--- config.mk ---
export PLATFORM = sky130hd
export DESIGN_NAME = mdio_poll_master
export DESIGN_NICKNAME = d
export VERILOG_FILES = /design/src/rtl/mdio_pkg.sv /design/src/rtl/mdio_clkgen.sv /design/src/rtl/mdio_shifter.sv /design/src/rtl/mdio_poll_master.sv
export SDC_FILE = /design/constraint.sdc
export NUM_CORES = 1
export LEC_CHECK = 0
export ABC_AREA = 1
export BUFFER_PORTS_ARGS = -buffer_cell sky130_fd_sc_hd__buf_2
export CORE_ASPECT_RATIO = 0.6
export CORE_MARGIN = 1
export CORE_UTILIZATION = 49
export DETAILED_ROUTE_END_ITERATION = 8
export PLACE_DENSITY = 0.71
export SLEW_MARGIN = 20
export SYNTH_ARGS = -nofsm -noshare
export SYNTH_HDL_FRONTEND = slang
export SYNTH_SLANG_ARGS = --single-unit
export TNS_END_PERCENT = 1
--- constraint.sdc ---
create_clock -name clk -period 6.52 [get_ports clk]
set_input_delay 1.304 -clock clk [delete_from_list [all_inputs] [get_ports clk]]
set_output_delay 1.304 -clock clk [all_outputs]
set_load 0.03 [all_outputs]
--- src/rtl/mdio_pkg.sv ---
`timescale 1ns/1ps
package mdio_pkg;
    localparam int PHY_AW     = 5;
    localparam int NPHY       = 1 << PHY_AW;
    localparam int DATA_W     = 16;
    localparam int PRE_BITS   = 32;
    localparam int FRAME_BITS = 2 * PRE_BITS;
    localparam int SCAN_REG   = 1;
    localparam int LINK_BIT   = 2;

    localparam logic [1:0] SEL_CTRL  = 2'd0;
    localparam logic [1:0] SEL_USER  = 2'd1;
    localparam logic [1:0] SEL_ALIVE = 2'd2;
    localparam logic [1:0] SEL_LINK  = 2'd3;

    typedef enum logic [2:0] {
        ST_STOP,
        ST_PICK,
        ST_SCAN_LAUNCH,
        ST_SCAN_RUN,
        ST_USER_LAUNCH,
        ST_USER_RUN
    } arb_state_e;
endpackage

--- src/rtl/mdio_clkgen.sv ---
`timescale 1ns/1ps
module mdio_clkgen #(
    parameter int DIV_W = 16
) (
    input  logic             clk,
    input  logic             rst_n,
    input  logic [DIV_W-1:0] div,
    output logic             mdc,
    output logic             rise_stb,
    output logic             fall_stb
);
    logic [DIV_W-1:0] cnt;
    logic [DIV_W-1:0] last;
    logic [DIV_W:0]   span;
    logic [DIV_W-1:0] lo_len;

    always_comb begin
        last   = (div == '0) ? DIV_W'(1) : div;
        span   = {1'b0, last} + (DIV_W+1)'(1);
        lo_len = span[DIV_W:1];
    end

    always_ff @(posedge clk) begin
        if (!rst_n) begin
            cnt <= '0;
        end else if (cnt >= last) begin
            cnt <= '0;
        end else begin
            cnt <= cnt + DIV_W'(1);
        end
    end

    // strobes mark the clock edge at which MDC changes level
    assign fall_stb = (cnt >= last);
    assign rise_stb = (cnt == lo_len - DIV_W'(1));
    assign mdc      = (cnt >= lo_len);
endmodule

--- src/rtl/mdio_shifter.sv ---
`timescale 1ns/1ps
module mdio_shifter
    import mdio_pkg::*;
(
    input  logic              clk,
    input  logic              rst_n,
    input  logic              fall_stb,
    input  logic              rise_stb,
    input  logic              start,
    input  logic              is_write,
    input  logic [PHY_AW-1:0] phy,
    input  logic [PHY_AW-1:0] rega,
    input  logic [DATA_W-1:0] wdata,
    input  logic              mdio_i,
    output logic              busy,
    output logic              done,
    output logic              ack,
    output logic [DATA_W-1:0] rdata,
    output logic              mdio_o,
    output logic              mdio_oe
);
    localparam int IDX_W    = $clog2(FRAME_BITS);
    localparam int TA_IDX   = PRE_BITS + 14;
    localparam int ACK_IDX  = TA_IDX + 1;
    localparam int DATA_IDX = TA_IDX + 2;

    logic [FRAME_BITS-1:0] shreg;
    logic [IDX_W-1:0]      idx;
    logic                  rd_mode;

    always_ff @(posedge clk) begin
        if (!rst_n) begin
            shreg   <= '1;
            idx     <= '0;
            busy    <= 1'b0;
            done    <= 1'b0;
            rd_mode <= 1'b0;
            ack     <= 1'b0;
            rdata   <= '0;
        end else begin
            done <= 1'b0;
            if (fall_stb) begin
                if (busy) begin
                    if (idx == IDX_W'(FRAME_BITS - 1)) begin
                        busy <= 1'b0;
                        done <= 1'b1;
                    end else begin
                        idx   <= idx + IDX_W'(1);
                        shreg <= {shreg[FRAME_BITS-2:0], 1'b1};
                    end
                end else if (start) begin
                    busy    <= 1'b1;
                    idx     <= '0;
                    rd_mode <= !is_write;
                    ack     <= 1'b0;
                    shreg   <= {{PRE_BITS{1'b1}}, 2'b01,
                                (is_write ? 2'b01 : 2'b10), phy, rega,
                                (is_write ? 2'b10 : 2'b11),
                                (is_write ? wdata : {DATA_W{1'b1}})};
                end
            end
            if (rise_stb && busy && rd_mode) begin
                if (idx == IDX_W'(ACK_IDX)) begin
                    ack <= !mdio_i;
                end
                if (idx >= IDX_W'(DATA_IDX)) begin
                    rdata <= {rdata[DATA_W-2:0], mdio_i};
                end
            end
        end
    end

    assign mdio_o  = busy ? shreg[FRAME_BITS-1] : 1'b1;
    assign mdio_oe = busy && !(rd_mode && (idx >= IDX_W'(TA_IDX)));
endmodule

--- src/rtl/mdio_poll_master.sv ---
`timescale 1ns/1ps
module mdio_poll_master
    import mdio_pkg::*;
#(
    parameter int DIV_W     = 16,
    parameter int DIV_RESET = 49
) (
    input  logic        clk,
    input  logic        rst_n,
    input  logic [1:0]  reg_sel,
    input  logic        reg_we,
    input  logic [31:0] reg_wdata,
    output logic [31:0] reg_rdata,
    output logic        mdc,
    output logic        mdio_o,
    output logic        mdio_oe,
    input  logic        mdio_i
);
    localparam int PAD_W = 30 - DIV_W;

    arb_state_e state, state_nxt;

    logic [DIV_W-1:0]  div_q;
    logic              en_q;
    logic              go_q, uwr_q, uack_q;
    logic [PHY_AW-1:0] ureg_q, uphy_q;
    logic [DATA_W-1:0] udata_q;
    logic [NPHY-1:0]   alive_q, link_q;
    logic [PHY_AW-1:0] scan_phy_q;

    logic              rise_stb, fall_stb;
    logic              sh_start, sh_write, sh_busy, sh_done, sh_ack;
    logic [PHY_AW-1:0] sh_phy, sh_reg;
    logic [DATA_W-1:0] sh_rdata;
    logic              idle;

    mdio_clkgen #(.DIV_W(DIV_W)) u_clk (
        .clk      (clk),
        .rst_n    (rst_n),
        .div      (div_q),
        .mdc      (mdc),
        .rise_stb (rise_stb),
        .fall_stb (fall_stb)
    );

    mdio_shifter u_shift (
        .clk      (clk),
        .rst_n    (rst_n),
        .fall_stb (fall_stb),
        .rise_stb (rise_stb),
        .start    (sh_start),
        .is_write (sh_write),
        .phy      (sh_phy),
        .rega     (sh_reg),
        .wdata    (udata_q),
        .mdio_i   (mdio_i),
        .busy     (sh_busy),
        .done     (sh_done),
        .ack      (sh_ack),
        .rdata    (sh_rdata),
        .mdio_o   (mdio_o),
        .mdio_oe  (mdio_oe)
    );

    // state register
    always_ff @(posedge clk) begin
        if (!rst_n) state <= ST_STOP;
        else        state <= state_nxt;
    end

    // next state
    always_comb begin
        state_nxt = state;
        unique case (state)
            ST_STOP:        if (en_q) state_nxt = ST_PICK;
            ST_PICK: begin
                if (!en_q)     state_nxt = ST_STOP;
                else if (go_q) state_nxt = ST_USER_LAUNCH;
                else           state_nxt = ST_SCAN_LAUNCH;
            end
            ST_SCAN_LAUNCH: if (sh_busy) state_nxt = ST_SCAN_RUN;
            ST_SCAN_RUN:    if (sh_done) state_nxt = ST_PICK;
            ST_USER_LAUNCH: if (sh_busy) state_nxt = ST_USER_RUN;
            ST_USER_RUN:    if (sh_done) state_nxt = ST_PICK;
            default:        state_nxt = ST_STOP;
        endcase
    end

    // state outputs
    always_comb begin
        idle     = (state == ST_STOP);
        sh_start = (state == ST_SCAN_LAUNCH) || (state == ST_USER_LAUNCH);
        sh_write = (state == ST_USER_LAUNCH) && uwr_q;
        sh_phy   = (state == ST_USER_LAUNCH) ? uphy_q : scan_phy_q;
        sh_reg   = (state == ST_USER_LAUNCH) ? ureg_q : PHY_AW'(SCAN_REG);
    end

    // register file and result capture
    always_ff @(posedge clk) begin
        if (!rst_n) begin
            div_q      <= DIV_W'(DIV_RESET);
            en_q       <= 1'b0;
            go_q       <= 1'b0;
            uwr_q      <= 1'b0;
            uack_q     <= 1'b0;
            ureg_q     <= '0;
            uphy_q     <= '0;
            udata_q    <= '0;
            alive_q    <= '0;
            link_q     <= '0;
            scan_phy_q <= '0;
        end else begin
            if (reg_we && reg_sel == SEL_CTRL) begin
                en_q  <= reg_wdata[30];
                div_q <= reg_wdata[DIV_W-1:0];
            end
            if (reg_we && reg_sel == SEL_USER && !go_q) begin
                go_q    <= reg_wdata[31];
                uwr_q   <= reg_wdata[30];
                uack_q  <= 1'b0;
                ureg_q  <= reg_wdata[25:21];
                uphy_q  <= reg_wdata[20:16];
                udata_q <= reg_wdata[DATA_W-1:0];
            end
            if (state == ST_USER_RUN && sh_done) begin
                go_q   <= 1'b0;
                uack_q <= uwr_q ? 1'b0 : sh_ack;
                if (!uwr_q) udata_q <= sh_rdata;
            end
            if (state == ST_SCAN_RUN && sh_done) begin
                alive_q[scan_phy_q] <= sh_ack;
                link_q[scan_phy_q]  <= sh_ack & sh_rdata[LINK_BIT];
                scan_phy_q          <= scan_phy_q + PHY_AW'(1);
            end
        end
    end

    always_comb begin
        unique case (reg_sel)
            SEL_CTRL:  reg_rdata = {idle, en_q, {PAD_W{1'b0}}, div_q};
            SEL_USER:  reg_rdata = {go_q, uwr_q, uack_q, 3'b000, ureg_q, uphy_q, udata_q};
            SEL_ALIVE: reg_rdata = alive_q;
            default:   reg_rdata = link_q;
        endcase
    end
endmodule

==> metrics.txt <==
# TYPE chip_impl_metric gauge
chip_impl_info{name="crit_path_frequent_cell",value="sky130_fd_sc_hd__nand2_1"} 1
chip_impl_metric{name="finish.cell_count_without_fillers",unit=""} 1989
chip_impl_metric{name="die_h",unit="µm"} 119.6
chip_impl_info{name="cts_tree",value="built"} 1
chip_impl_metric{name="synth_sequential_area_ratio",unit="%"} 39.71
chip_impl_metric{name="synthDominantCellAreaShare",unit="%"} 39.71
chip_impl_info{name="worstPathCellList",value="nand2_4 > nor2_4 > nand3_2 > nor2_4 > nand3_1 > nand2_1 > nand2_1 > ha_1 > nand2_1 > nor3b_1 > nor3b_1 > nand2_1 > nand3_1 > buf_2"} 1
chip_impl_metric{name="synth_cell_type_count",unit=""} 40
chip_impl_metric{name="leakage",unit="µW"} 0.005234
chip_impl_metric{name="syn-cell-area",unit="µm²"} 11290
chip_impl_metric{name="nNetsFinal",unit=""} 1743
chip_impl_metric{name="power.density",unit="nW/µm²"} 243.0
chip_impl_metric{name="worst_path_required",unit="ns"} 5.22
chip_impl_metric{name="antenna_found_initial",unit=""} 0
chip_impl_metric{name="postCtsSetupBuffers",unit=""} 0
chip_impl_metric{name="grt_pass1_vias",unit=""} 9536
chip_impl_metric{name="grt-ovfl-total",unit=""} 0
chip_impl_metric{name="synth_edf_count",unit=""} 0
chip_impl_metric{name="worst_pin_slew",unit="ns"} 1.181
chip_impl_metric{name="dpl.hpwl",unit="mm"} 23.42
chip_impl_metric{name="final_min_period_over_clock_period",unit="%"} 71.40
chip_impl_info{name="layout.cells.most_common",value="sky130_fd_sc_hd__nand2_1"} 1
chip_impl_info{name="worst_hold_path_type",value="reg2reg"} 1
chip_impl_info{name="mostFrequentLayoutCells",value="sky130_fd_sc_hd__nand2_1 (406), sky130_fd_sc_hd__dfxtp_1 (224), sky130_fd_sc_hd__nor2_1 (200), sky130_fd_sc_hd__o21ai_0 (134), sky130_fd_sc_hd__inv_1 (127)"} 1
chip_impl_metric{name="post_cts_resize_count",unit=""} 0
chip_impl_info{name="critPathKind",value="reg2out"} 1
chip_impl_metric{name="remaining_routing_drc_violations",unit=""} 0
chip_impl_metric{name="critical_path_peak_fanout",unit=""} 8
chip_impl_metric{name="finalWirelength",unit="mm"} 33.21
chip_impl_metric{name="routed_wire_length_per_instance",unit="µm"} 16.70
chip_impl_metric{name="fin_worst_hold_slack",unit="ns"} 0.4559
chip_impl_metric{name="clk_pin_slew",unit="ns"} 0.06
chip_impl_metric{name="synth_fp_nets",unit=""} 1717
chip_impl_metric{name="design.core.area",unit="µm²"} 22330
chip_impl_metric{name="cts_hold_buf",unit=""} 0
chip_impl_metric{name="rows",unit=""} 42
chip_impl_metric{name="postLayoutCellArea",unit="µm²"} 12560
chip_impl_metric{name="pin_count",unit=""} 73
chip_impl_metric{name="ffs_w_async_s_r_synth",unit="%"} 0
chip_impl_metric{name="synthesis.area_per_instance",unit="µm²"} 6.882
chip_impl_info{name="outcome",value="finished clean"} 1
chip_impl_info{name="netlist_top_cells_area",value="sky130_fd_sc_hd__dfxtp_1 (40%), sky130_fd_sc_hd__nand2_1 (13%), sky130_fd_sc_hd__nor2_1 (6.7%)"} 1
chip_impl_metric{name="clk_latency",unit="ns"} 0.52
chip_impl_metric{name="postSynthRegisterBits",unit=""} 224
chip_impl_metric{name="slew_headroom",unit="%"} 21.15
chip_impl_metric{name="initial_core_util",unit="%"} 50.57
chip_impl_metric{name="floorplan_die_width",unit="µm"} 198.0
chip_impl_metric{name="report.final.slew_viol_count",unit=""} 0
chip_impl_metric{name="total_cell_area_at_the_placement_stage",unit="µm²"} 11830
chip_impl_metric{name="syn-instance-count",unit=""} 1641
chip_impl_metric{name="avgViaCountPerCell",unit=""} 5.596
chip_impl_metric{name="finalSetupViolCount",unit=""} 0
chip_impl_info{name="slowest_stage",value="sky130_fd_sc_hd__dfxtp_1"} 1
chip_impl_metric{name="fmax",unit="MHz"} 214.8
chip_impl_metric{name="finalPower",unit="µW"} 3052
chip_impl_metric{name="hold_viol",unit=""} 0
chip_impl_metric{name="first_pass_grt_wire_length",unit="mm"} 52.59
chip_impl_metric{name="dpl.cell_count",unit=""} 1951
chip_impl_metric{name="timing.setup.tns",unit="ns"} 0
chip_impl_metric{name="clockBufferDepth",unit=""} 3
chip_impl_info{name="grt_setup_unrepaired",value="no"} 1
chip_impl_metric{name="tritoncts_num_sinks",unit=""} 224
chip_impl_metric{name="drt-initial-drc-count",unit=""} 1171
chip_impl_metric{name="count_of_warnings_emitted_by_yosys",unit=""} 0
chip_impl_metric{name="cts_made_buffers",unit=""} 22
chip_impl_metric{name="timing.clock.skew",unit="ns"} 0.02625
chip_impl_metric{name="clock_tree.htree_level_count",unit=""} 1
chip_impl_info{name="critical_path.endpoint_type",value="output port"} 1
chip_impl_metric{name="antennaDiodeCount",unit=""} 0
chip_impl_metric{name="max-vdd-ir-drop",unit="µV"} 156.6
chip_impl_metric{name="cap_viol_max_count",unit=""} 0
chip_impl_metric{name="routed-via-count",unit=""} 11130
chip_impl_metric{name="layout-drive-gt1-share",unit="%"} 9.221
chip_impl_metric{name="fin_crit",unit="ns"} 4.655
chip_impl_info{name="cp-start-kind",value="register"} 1
chip_impl_info{name="yosys_most_used_dff",value="sky130_fd_sc_hd__dfxtp_1"} 1
chip_impl_metric{name="port_buffers",unit=""} 68
chip_impl_metric{name="area_delta_synth_final",unit="%"} 11.20
chip_impl_metric{name="place_congestion",unit=""} 0.9634
chip_impl_metric{name="grt_max_degree",unit=""} 64
chip_impl_info{name="yosysTopAreaCell",value="sky130_fd_sc_hd__dfxtp_1"} 1
chip_impl_metric{name="ant_nets",unit=""} 0
chip_impl_metric{name="grt_util_all_layers",unit="%"} 28.12
chip_impl_metric{name="fp.dieArea",unit="µm²"} 23680
chip_impl_info{name="clock_tree.root_cell",value="sky130_fd_sc_hd__clkbuf_16"} 1
chip_impl_metric{name="first_pass_iters",unit=""} 5
chip_impl_metric{name="crit_path_max_incr_delay",unit="ns"} 0.51
chip_impl_metric{name="critical_path_arrival",unit="ns"} 3.35
## worst paths after layout
kind	end	start	cells after the start	slack, ns
worst min register to register	u_shift.shreg[32]	u_shift.shreg[32]	2	0.46
worst min-delay path	u_shift.shreg[32]	u_shift.shreg[32]	2	0.46
worst max register to register	u_shift.shreg[43]	div_q[13]	23	2.64
worst max-delay path	mdc	div_q[2]	14	1.86
## synthesized netlist by cell type, drive strengths merged, types with 6 or more instances
library cell / instances
a21oi: 107
a221oi: 17
buf: 6
clkbuf: 74
clkinv: 8
dfxtp: 224
ha: 38
inv: 133
nand2: 415
nand3: 86
nand4: 33
nor2: 216
nor3: 49
nor3b: 6
o2111ai: 18
o211ai: 9
o21ai: 135
o22ai: 33
xor2: 13
## final cells by class
class | instances | area (µm²)
Fill cell | 2188 | 9776
Multi-Input combinational cell | 1196 | 5982
Sequential cell | 224 | 4484
Clock buffer | 32 | 649.4
Inverter | 141 | 529.3
Timing Repair Buffer | 82 | 447.9
Tap cell | 308 | 385.4
Clock inverter | 6 | 80.08
## per-stage QoR
step,setup slack [ns],util (%)
floorplan,2.832,-
global placement,2.285,52.96
detailed placement,2.208,52.96
CTS,1.928,56.23
global route,1.647,56.23
finish,1.865,56.23
## metal layers
| layer | GRT usage, % | up-vias | part of all wire [%] |
|---|---|---|---|
| met5 | 0 | - | 0 |
| met4 | 4.457 | 0 | 1.6 |
| met3 | 7.083 | 44 | 11 |
| met2 | 36.60 | 453 | 39 |
| met1 | 45.52 | 5110 | 48 |
| li1 | - | 5523 | - |
## critical path, delay by kind of cell (launching register included)
family        cells  cell delay, ns
buf+inv           1            0.19
fa+ha+maj         1            0.28
flops             1            0.51
simple gates     12            1.85
## flip-flops by register name (all words and copies together), names as in the netlist
name,cells
alive_q,32
div_q,16
en_q,1
go_q,1
link_q,32
scan_phy_q,5
state,3
u_clk.cnt,16
u_shift.ack,1
u_shift.busy,1
u_shift.done,1
u_shift.idx,6
u_shift.rd_mode,1
u_shift.rdata,16
u_shift.shreg,64
uack_q,1
udata_q,16
uphy_q,5
ureg_q,5
uwr_q,1
## cell families (layout without fill, tap and decap cells)
family | count (synthesis) | count (layout) | share of synthesized area, %
AOI/OAI and AO/OA | 334 | 334 | 16.90
adders and majority gates | 38 | 38 | 4.210
xor gates and xnor gates | 16 | 16 | 1.241
and+or+nand+nor | 808 | 808 | 30.51
DFF | 224 | 224 | 39.71
buffers and inverters | 221 | 261 | 7.434
## report_power, final
part	total, µW	internal [µW]	leakage (µW)	switching, µW
registers	1420	1390	0.00181	28.9
logic	321	94.7	0.00306	226
clock network	1310	768	0.000362	542
total	3050	2250	0.00523	798
Note: power is estimated with default switching activity, not from simulation.
